==> src/rtl/adc_seq_pkg.sv <==
// Shared types for the channel sequencer.
// Assumes nothing beyond IEEE 1800-2017 enums.
package adc_seq_pkg;

    // Active channel-selection program
    typedef enum logic [1:0] {
        SM_DIRECT = 2'd0,
        SM_SHADOW = 2'd1,
        SM_SWEEP  = 2'd2
    } seq_mode_e;

endpackage

==> src/rtl/adc_seq_regs.sv <==
// Control-word decoder and program state.
// Holds the active mode, address, bitmap, power setting and a restart
// flag that tells the channel unit to begin a new program.
// Assumes wr_valid is a single-cycle strobe.
module adc_seq_regs
    import adc_seq_pkg::*;
#(
    parameter int NUM_CH = 8,
    parameter int ADDR_W = 3,
    parameter int WORD_W = 8
) (
    input  logic              clk,
    input  logic              rst_n,
    input  logic              wr_valid,
    input  logic [WORD_W-1:0] wr_data,
    input  logic              frame_valid,
    output seq_mode_e         mode_o,
    output logic [ADDR_W-1:0] addr_o,
    output logic [NUM_CH-1:0] map_o,
    output logic              pm_auto_o,
    output logic              restart_o
);

    localparam int SHD_POS = ADDR_W;
    localparam int SEQ_POS = ADDR_W + 1;
    localparam int PM_HI   = ADDR_W + 3;

    seq_mode_e         mode_q;
    logic [ADDR_W-1:0] addr_q;
    logic [NUM_CH-1:0] map_q;
    logic              pm_hi_q;
    logic              want_map_q;
    logic              restart_q;

    // Decode writes and retire the restart flag on the first valid frame
    always_ff @(posedge clk) begin
        if (!rst_n) begin
            mode_q     <= SM_DIRECT;
            addr_q     <= '0;
            map_q      <= '0;
            pm_hi_q    <= 1'b1;
            want_map_q <= 1'b0;
            restart_q  <= 1'b0;
        end else begin
            if (frame_valid)
                restart_q <= 1'b0;
            if (wr_valid) begin
                if (want_map_q) begin
                    map_q      <= wr_data[NUM_CH-1:0];
                    mode_q     <= SM_SHADOW;
                    restart_q  <= 1'b1;
                    want_map_q <= 1'b0;
                end else begin
                    pm_hi_q <= wr_data[PM_HI];
                    case ({wr_data[SEQ_POS], wr_data[SHD_POS]})
                        2'b00: begin
                            mode_q <= SM_DIRECT;
                            addr_q <= wr_data[ADDR_W-1:0];
                        end
                        2'b01: want_map_q <= 1'b1;
                        2'b11: begin
                            mode_q    <= SM_SWEEP;
                            addr_q    <= wr_data[ADDR_W-1:0];
                            restart_q <= 1'b1;
                        end
                        default: ;
                    endcase
                end
            end
        end
    end

    assign mode_o    = mode_q;
    assign addr_o    = addr_q;
    assign map_o     = map_q;
    assign pm_auto_o = ~pm_hi_q;
    assign restart_o = restart_q;

endmodule

==> src/rtl/adc_seq_chan.sv <==
// Channel selector: computes the channel for the next valid frame and
// registers it into cur_ch. Assumes map/addr are stable during a frame edge.
module adc_seq_chan
    import adc_seq_pkg::*;
#(
    parameter int NUM_CH = 8,
    parameter int ADDR_W = 3
) (
    input  logic              clk,
    input  logic              rst_n,
    input  logic              frame_valid,
    input  seq_mode_e         mode,
    input  logic [ADDR_W-1:0] addr,
    input  logic [NUM_CH-1:0] map,
    input  logic              restart,
    output logic [ADDR_W-1:0] cur_ch
);

    logic [ADDR_W-1:0] cur_q;
    logic [ADDR_W-1:0] nxt;
    logic [ADDR_W-1:0] lowest;
    logic [ADDR_W-1:0] upper;
    logic [NUM_CH-1:0] above;

    // Selected channels strictly above the current one
    genvar g;
    generate
        for (g = 0; g < NUM_CH; g++) begin : g_above
            assign above[g] = map[g] && (ADDR_W'(g) > cur_q);
        end
    endgenerate

    // Lowest set bit, and the next set bit above cur (wrapping to lowest)
    always_comb begin
        lowest = '0;
        for (int i = NUM_CH - 1; i >= 0; i--)
            if (map[i]) lowest = ADDR_W'(i);
        upper = lowest;
        for (int i = NUM_CH - 1; i >= 0; i--)
            if (above[i]) upper = ADDR_W'(i);
    end

    // Next channel per active program
    always_comb begin
        case (mode)
            SM_SWEEP:  nxt = (restart || cur_q >= addr) ? '0 : cur_q + 1'b1;
            SM_SHADOW: nxt = (map == '0) ? '0 : (restart ? lowest : upper);
            default:   nxt = addr;
        endcase
    end

    // Advance only on valid frames
    always_ff @(posedge clk) begin
        if (!rst_n)
            cur_q <= '0;
        else if (frame_valid)
            cur_q <= nxt;
    end

    assign cur_ch = cur_q;

endmodule

==> src/rtl/adc_seq_power.sv <==
// Auto-shutdown and wake-up timer. Powers down at the close of a valid
// frame in auto mode; wakes on the next frame start or on a switch to
// full power, then holds ready low for WAKE_CYC edges.
module adc_seq_power #(
    parameter int WAKE_CYC = 250
) (
    input  logic clk,
    input  logic rst_n,
    input  logic cs_fall,
    input  logic cs_rise,
    input  logic frame_valid,
    input  logic pm_auto,
    output logic pwr_down,
    output logic conv_ready
);

    localparam int TW = $clog2(WAKE_CYC + 1);

    logic          down_q;
    logic [TW-1:0] timer_q;
    logic          act_q;

    // Shutdown / wake sequencing
    always_ff @(posedge clk) begin
        if (!rst_n) begin
            down_q  <= 1'b0;
            timer_q <= '0;
            act_q   <= 1'b0;
        end else if (down_q) begin
            act_q <= 1'b0;
            if (cs_fall || !pm_auto) begin
                down_q  <= 1'b0;
                timer_q <= TW'(WAKE_CYC);
            end
        end else begin
            if (timer_q != '0)
                timer_q <= timer_q - 1'b1;
            if (frame_valid)
                act_q <= 1'b1;
            else if (cs_rise) begin
                act_q <= 1'b0;
                if (act_q && pm_auto)
                    down_q <= 1'b1;
            end
        end
    end

    assign pwr_down   = down_q;
    assign conv_ready = !down_q && (timer_q == '0);

endmodule

==> src/rtl/adc_seq_ctrl.sv <==
// Top of the channel sequencer: chip-select edge detection plus the
// register, channel and power units. Assumes cs_n is synchronous to clk.
module adc_seq_ctrl
    import adc_seq_pkg::*;
#(
    parameter int NUM_CH   = 8,
    parameter int ADDR_W   = $clog2(NUM_CH),
    parameter int WORD_W   = 8,
    parameter int WAKE_CYC = 250
) (
    input  logic              clk,
    input  logic              rst_n,
    input  logic              wr_valid,
    input  logic [WORD_W-1:0] wr_data,
    input  logic              cs_n,
    output logic [ADDR_W-1:0] cur_ch,
    output logic              pwr_down,
    output logic              conv_ready
);

    logic              cs_q;
    logic              cs_fall;
    logic              cs_rise;
    logic              frame_valid;
    seq_mode_e         mode;
    logic [ADDR_W-1:0] addr_q;
    logic [NUM_CH-1:0] map_q;
    logic              pm_auto;
    logic              restart;

    // Previous chip-select level for edge detection
    always_ff @(posedge clk) begin
        if (!rst_n) cs_q <= 1'b1;
        else        cs_q <= cs_n;
    end

    assign cs_fall     = cs_q & ~cs_n;
    assign cs_rise     = ~cs_q & cs_n;
    assign frame_valid = cs_fall & conv_ready;

    adc_seq_regs #(.NUM_CH(NUM_CH), .ADDR_W(ADDR_W), .WORD_W(WORD_W)) u_regs (
        .clk(clk), .rst_n(rst_n), .wr_valid(wr_valid), .wr_data(wr_data),
        .frame_valid(frame_valid), .mode_o(mode), .addr_o(addr_q),
        .map_o(map_q), .pm_auto_o(pm_auto), .restart_o(restart)
    );

    adc_seq_chan #(.NUM_CH(NUM_CH), .ADDR_W(ADDR_W)) u_chan (
        .clk(clk), .rst_n(rst_n), .frame_valid(frame_valid), .mode(mode),
        .addr(addr_q), .map(map_q), .restart(restart), .cur_ch(cur_ch)
    );

    adc_seq_power #(.WAKE_CYC(WAKE_CYC)) u_pwr (
        .clk(clk), .rst_n(rst_n), .cs_fall(cs_fall), .cs_rise(cs_rise),
        .frame_valid(frame_valid), .pm_auto(pm_auto),
        .pwr_down(pwr_down), .conv_ready(conv_ready)
    );

endmodule

==> config.mk <==
export PLATFORM = sky130hd
export DESIGN_NAME = adc_seq_ctrl
export DESIGN_NICKNAME = d
export VERILOG_FILES = /design/src/rtl/adc_seq_pkg.sv /design/src/rtl/adc_seq_regs.sv /design/src/rtl/adc_seq_chan.sv /design/src/rtl/adc_seq_power.sv /design/src/rtl/adc_seq_ctrl.sv
export SDC_FILE = /design/constraint.sdc
export NUM_CORES = 1
export LEC_CHECK = 0
export CAP_MARGIN = 10
export CORE_MARGIN = 2
export CORE_UTILIZATION = 50
export DETAILED_ROUTE_END_ITERATION = 12
export DONT_BUFFER_PORTS = 1
export GPL_TIMING_DRIVEN = 0
export HOLD_SLACK_MARGIN = 0.06
export PLACE_DENSITY_LB_ADDON = 0.05
export RECOVER_POWER = 50
export SYNTH_ARGS = -nofsm -noshare
export SYNTH_HDL_FRONTEND = slang
export SYNTH_SLANG_ARGS = --single-unit
==> constraint.sdc <==
create_clock -name clk -period 3.45 [get_ports clk]
set_input_delay 0.1725 -clock clk [delete_from_list [all_inputs] [get_ports clk]]
set_output_delay 0.1725 -clock clk [all_outputs]
set_load 0.01 [all_outputs]
==> impl_results.md <==
- Vias in the first global route: 1748
- Combinational family with the most area after synthesis: compound AO/OA/AOI/OAI gates
- Inst Count DP: 281
- Worst slew pin tran: 0.913 ns
- Nets@finish: 275
- Clk root buf: clkbuf_8
- RSZ-0062 raised after global routing: false
- Ys Warns: 0
- # IOs: 17
- Share of cells above drive strength 1: 0.0754
- Area of the core: 3610 um^2
- Initial Util: 0.510
- Post-synthesis mux area share: 0.00544
- CP endpoint kind: flip-flop
- Arrival @ worst endpoint: 2.34 ns
- Worst VDD drop: 0.450 mV
- R2r setup slk: 1.33 ns
- DRC viols: 0
- Crit path max-delay family: compound AO/OA/AOI/OAI gates
- Gpl congestion: 0.868
- Crit path required time: 3.67 ns
- Hold_buf cts: 11
- Grt ovf: 0
- Mapped Avg Cell Area: 7.89 um^2
- CTS resizes: 0
- Startpoint Class: flip-flop
- Hold Path Sink: u_chan.cur_ch[1]
- Vias: 1801
- Chip height: 64.7 um
- Largest net degree at the start of global routing: 13
- Slew HR: 0.386
- Clk_lat worst skew: 0.28 ns
- Period utilisation layout: 0.615
- TritonCTS Buffers: 5
- Yosys top cell area share: 0.327
- Worst setup margin: 1.33 ns
- Worst Skew: 0.00204 ns
- CTS tree: yes
- Main synth FF type: dfxtp_1
- Ant. Diodes: 0
- Tot Pwr: 1060 uW
- Pleak: 0.000803 uW
- Synth Area in Adders: 0.0816
- Fmax: 472 MHz
- Synth top area cells: dfxtp_1 (33%), ha_1 (8.2%), a21oi_1 (7.3%)
- Per-cell routed wire length: 15.5 um
- Hold wc startpoint: rst_n
- GRT Total Usage: 0.245
- Highest-delay cell along the critical path: dfxtp_1
- Hold Fails Final Rpt: 0
- Post-synth EDFFs: 0
- HPWL after DPL: 3.42 mm
- Max cap viols: 0
- Synthesis-stage register bit count: 30
- Post-synthesis cell type count: 48
- Reg-to-reg critical path startpoint: u_chan.cur_ch[0]
- Row count: 22
- Buffers & Inverters on Critical Path: 1
- Crit path max fanout: 10
- Via density per instance: 6.00
- Synth Area in XOR/XNOR: 0
- Register area share after synthesis: 0.327
- Hold path depth: 1
- Synthesized area: 1840 um^2
- Hold WC Path Type: primary input to flip-flop
- Finish-stage setup viols: 0
- Die Area: 4180 um^2
- Die width: 64.7 um
- P per Cell Area: 504 nW/um^2
- First-pass GRT wire length: 7.96 mm
- Final min period: 2.12 ns
- Clock transition at path regs: 0.06 ns
- CTS sink cnt: 30
- Status: finished, final reports clean
- Ys async rst share: 0
- Setup bufs post-CTS: 0
- Post-synthesis simple-gate area fraction: 0.248
- Initial antenna violation count: 0
- CTS H-tree depth: 2
- Longest Clk Path Bufs: 2
- R2R depth: 7
- Synth Net Count: 257
- Setup Slack @ Placement: 1.37 ns
- Slowest Stage Delay on Critical Path: 0.57 ns
- Final ANT Viol Nets: 0
- Drt total wl: 4.66 mm
- Number of I/O port buffers: 0
- Total negative slack: 0 ns
- Synth Instances: 233
- Initial DRT Pass Iterations: 4
- Yosys top cell by area: dfxtp_1
- Non-Filler Instances: 300
- Crit path cell chain: inv_1, ha_1, nand2b_1, o221ai_1, a311oi_1, o31ai_1, a32o_1
- P&R area growth vs syn: 14.4%
- Post-synthesis compound-gate area fraction: 0.274
- Worst r2r dst: u_chan.cur_ch[1]
- Detailed Route Iter0 Violations: 133
- Final cell utilization of the core: 0.584
- Final Max Slew Viols: 0
- Setup Crit Path Kind: flip-flop to flip-flop
==> cells in the final DEF (no fill, tap or decap), types with 3 or more instances in the layout <==
master         instances
a31oi_1                5
o21ai_0                9
nor3b_1                4
o211a_1                3
nand3_1               13
nor2b_1                6
dfxtp_1               30
a211oi_1               4
clkbuf_1               7
a21oi_1               27
nand2b_1               3
clkbuf_8               6
inv_1                 19
nand2_1               20
dlygate4sd3_1         11
nor2_1                21
o21a_1                 4
nand4_1                3
nor3_1                 6
ha_1                  12
o31ai_1                4
==> cell families after synthesis <==
family,after synthesis
AND/OR/NAND/NOR,86
adder cells (fa/ha/maj),12
AO/OA/AOI/OAI,75
flip-flops,30
buffers and inverters,29
multiplexers,1
==> final cells by class <==
| type | count | area, um^2 |
|---|---|---|
| Fill cell | 327 | 1500 |
| Multi-Input combinational cell | 174 | 1120 |
| Sequential cell | 30 | 601 |
| Timing Repair Buffer | 11 | 110 |
| Clock buffer | 6 | 82.6 |
| Inverter | 20 | 75.1 |
| Tap cell | 48 | 60.1 |
| Buffer | 9 | 42.5 |
| Clock inverter | 2 | 12.5 |
==> synth_stat cells, drive strengths merged (2+ instances only) <==
cell,number
a2111oi,2
a211oi,4
a21o,2
a21oi,27
a31oi,5
a32o,2
buf,2
clkbuf,7
dfxtp,30
ha,12
inv,19
nand2,20
nand2b,3
nand3,13
nand4,3
nor2,21
nor2b,7
nor3,6
nor3b,6
o211a,3
o21a,4
o21ai,11
o221ai,2
o31ai,4
or4,2
==> worst max path at each step <==
stage                                start          endpoint  cells after the start  slack, ns
after floorplan           u_chan.cur_ch[0]  u_chan.cur_ch[2]                      7       1.74
after CTS                 u_chan.cur_ch[0]  u_chan.cur_ch[1]                      7       1.35
after detailed placement  u_chan.cur_ch[0]  u_chan.cur_ch[1]                      7       1.37
after global placement    u_chan.cur_ch[0]  u_chan.cur_ch[1]                      7       1.37
after global routing      u_chan.cur_ch[0]  u_chan.cur_ch[2]                      7       1.20
final                     u_chan.cur_ch[0]  u_chan.cur_ch[1]                      7       1.33
==> stage by stage <==
step / hold WS, ns / cell area, um^2
final: 0.0893 / 2100
after global routing: 0.0820 / 2100
after CTS: 0.0792 / 2100
after detailed placement: 0.240 / 1900
after global placement: 0.238 / 1900
after floorplan: 0.234 / 1840
==> registers in the layout, indices dropped and copies added, names as in the netlist, 2 cells and up <==
| signal | flops |
|---|---|
| u_regs.mode_o | 2 |
| u_regs.map_o | 8 |
| u_chan.cur_ch | 3 |
| u_regs.addr_o | 3 |
| u_pwr.timer_q | 8 |
==> per-layer routing <==
| metal | part of all wire | GRT usage | vias to the layer above | wire length, um |
|---|---|---|---|---|
| li1 | - | - | 877 | - |
| met1 | 0.48 | 0.330 | 866 | 2230 |
| met2 | 0.45 | 0.385 | 52 | 2120 |
| met3 | 0.054 | 0.0573 | 6 | 252 |
| met4 | 0.013 | 0.0824 | 0 | 60 |
| met5 | 0 | 0 | - | 0 |
==> power breakdown <==
part | internal (uW) | switching, uW
Combinational | 135 | 191
Clock | 160 | 137
Sequential | 392 | 46.0
Power figures use the tool's default switching activity.
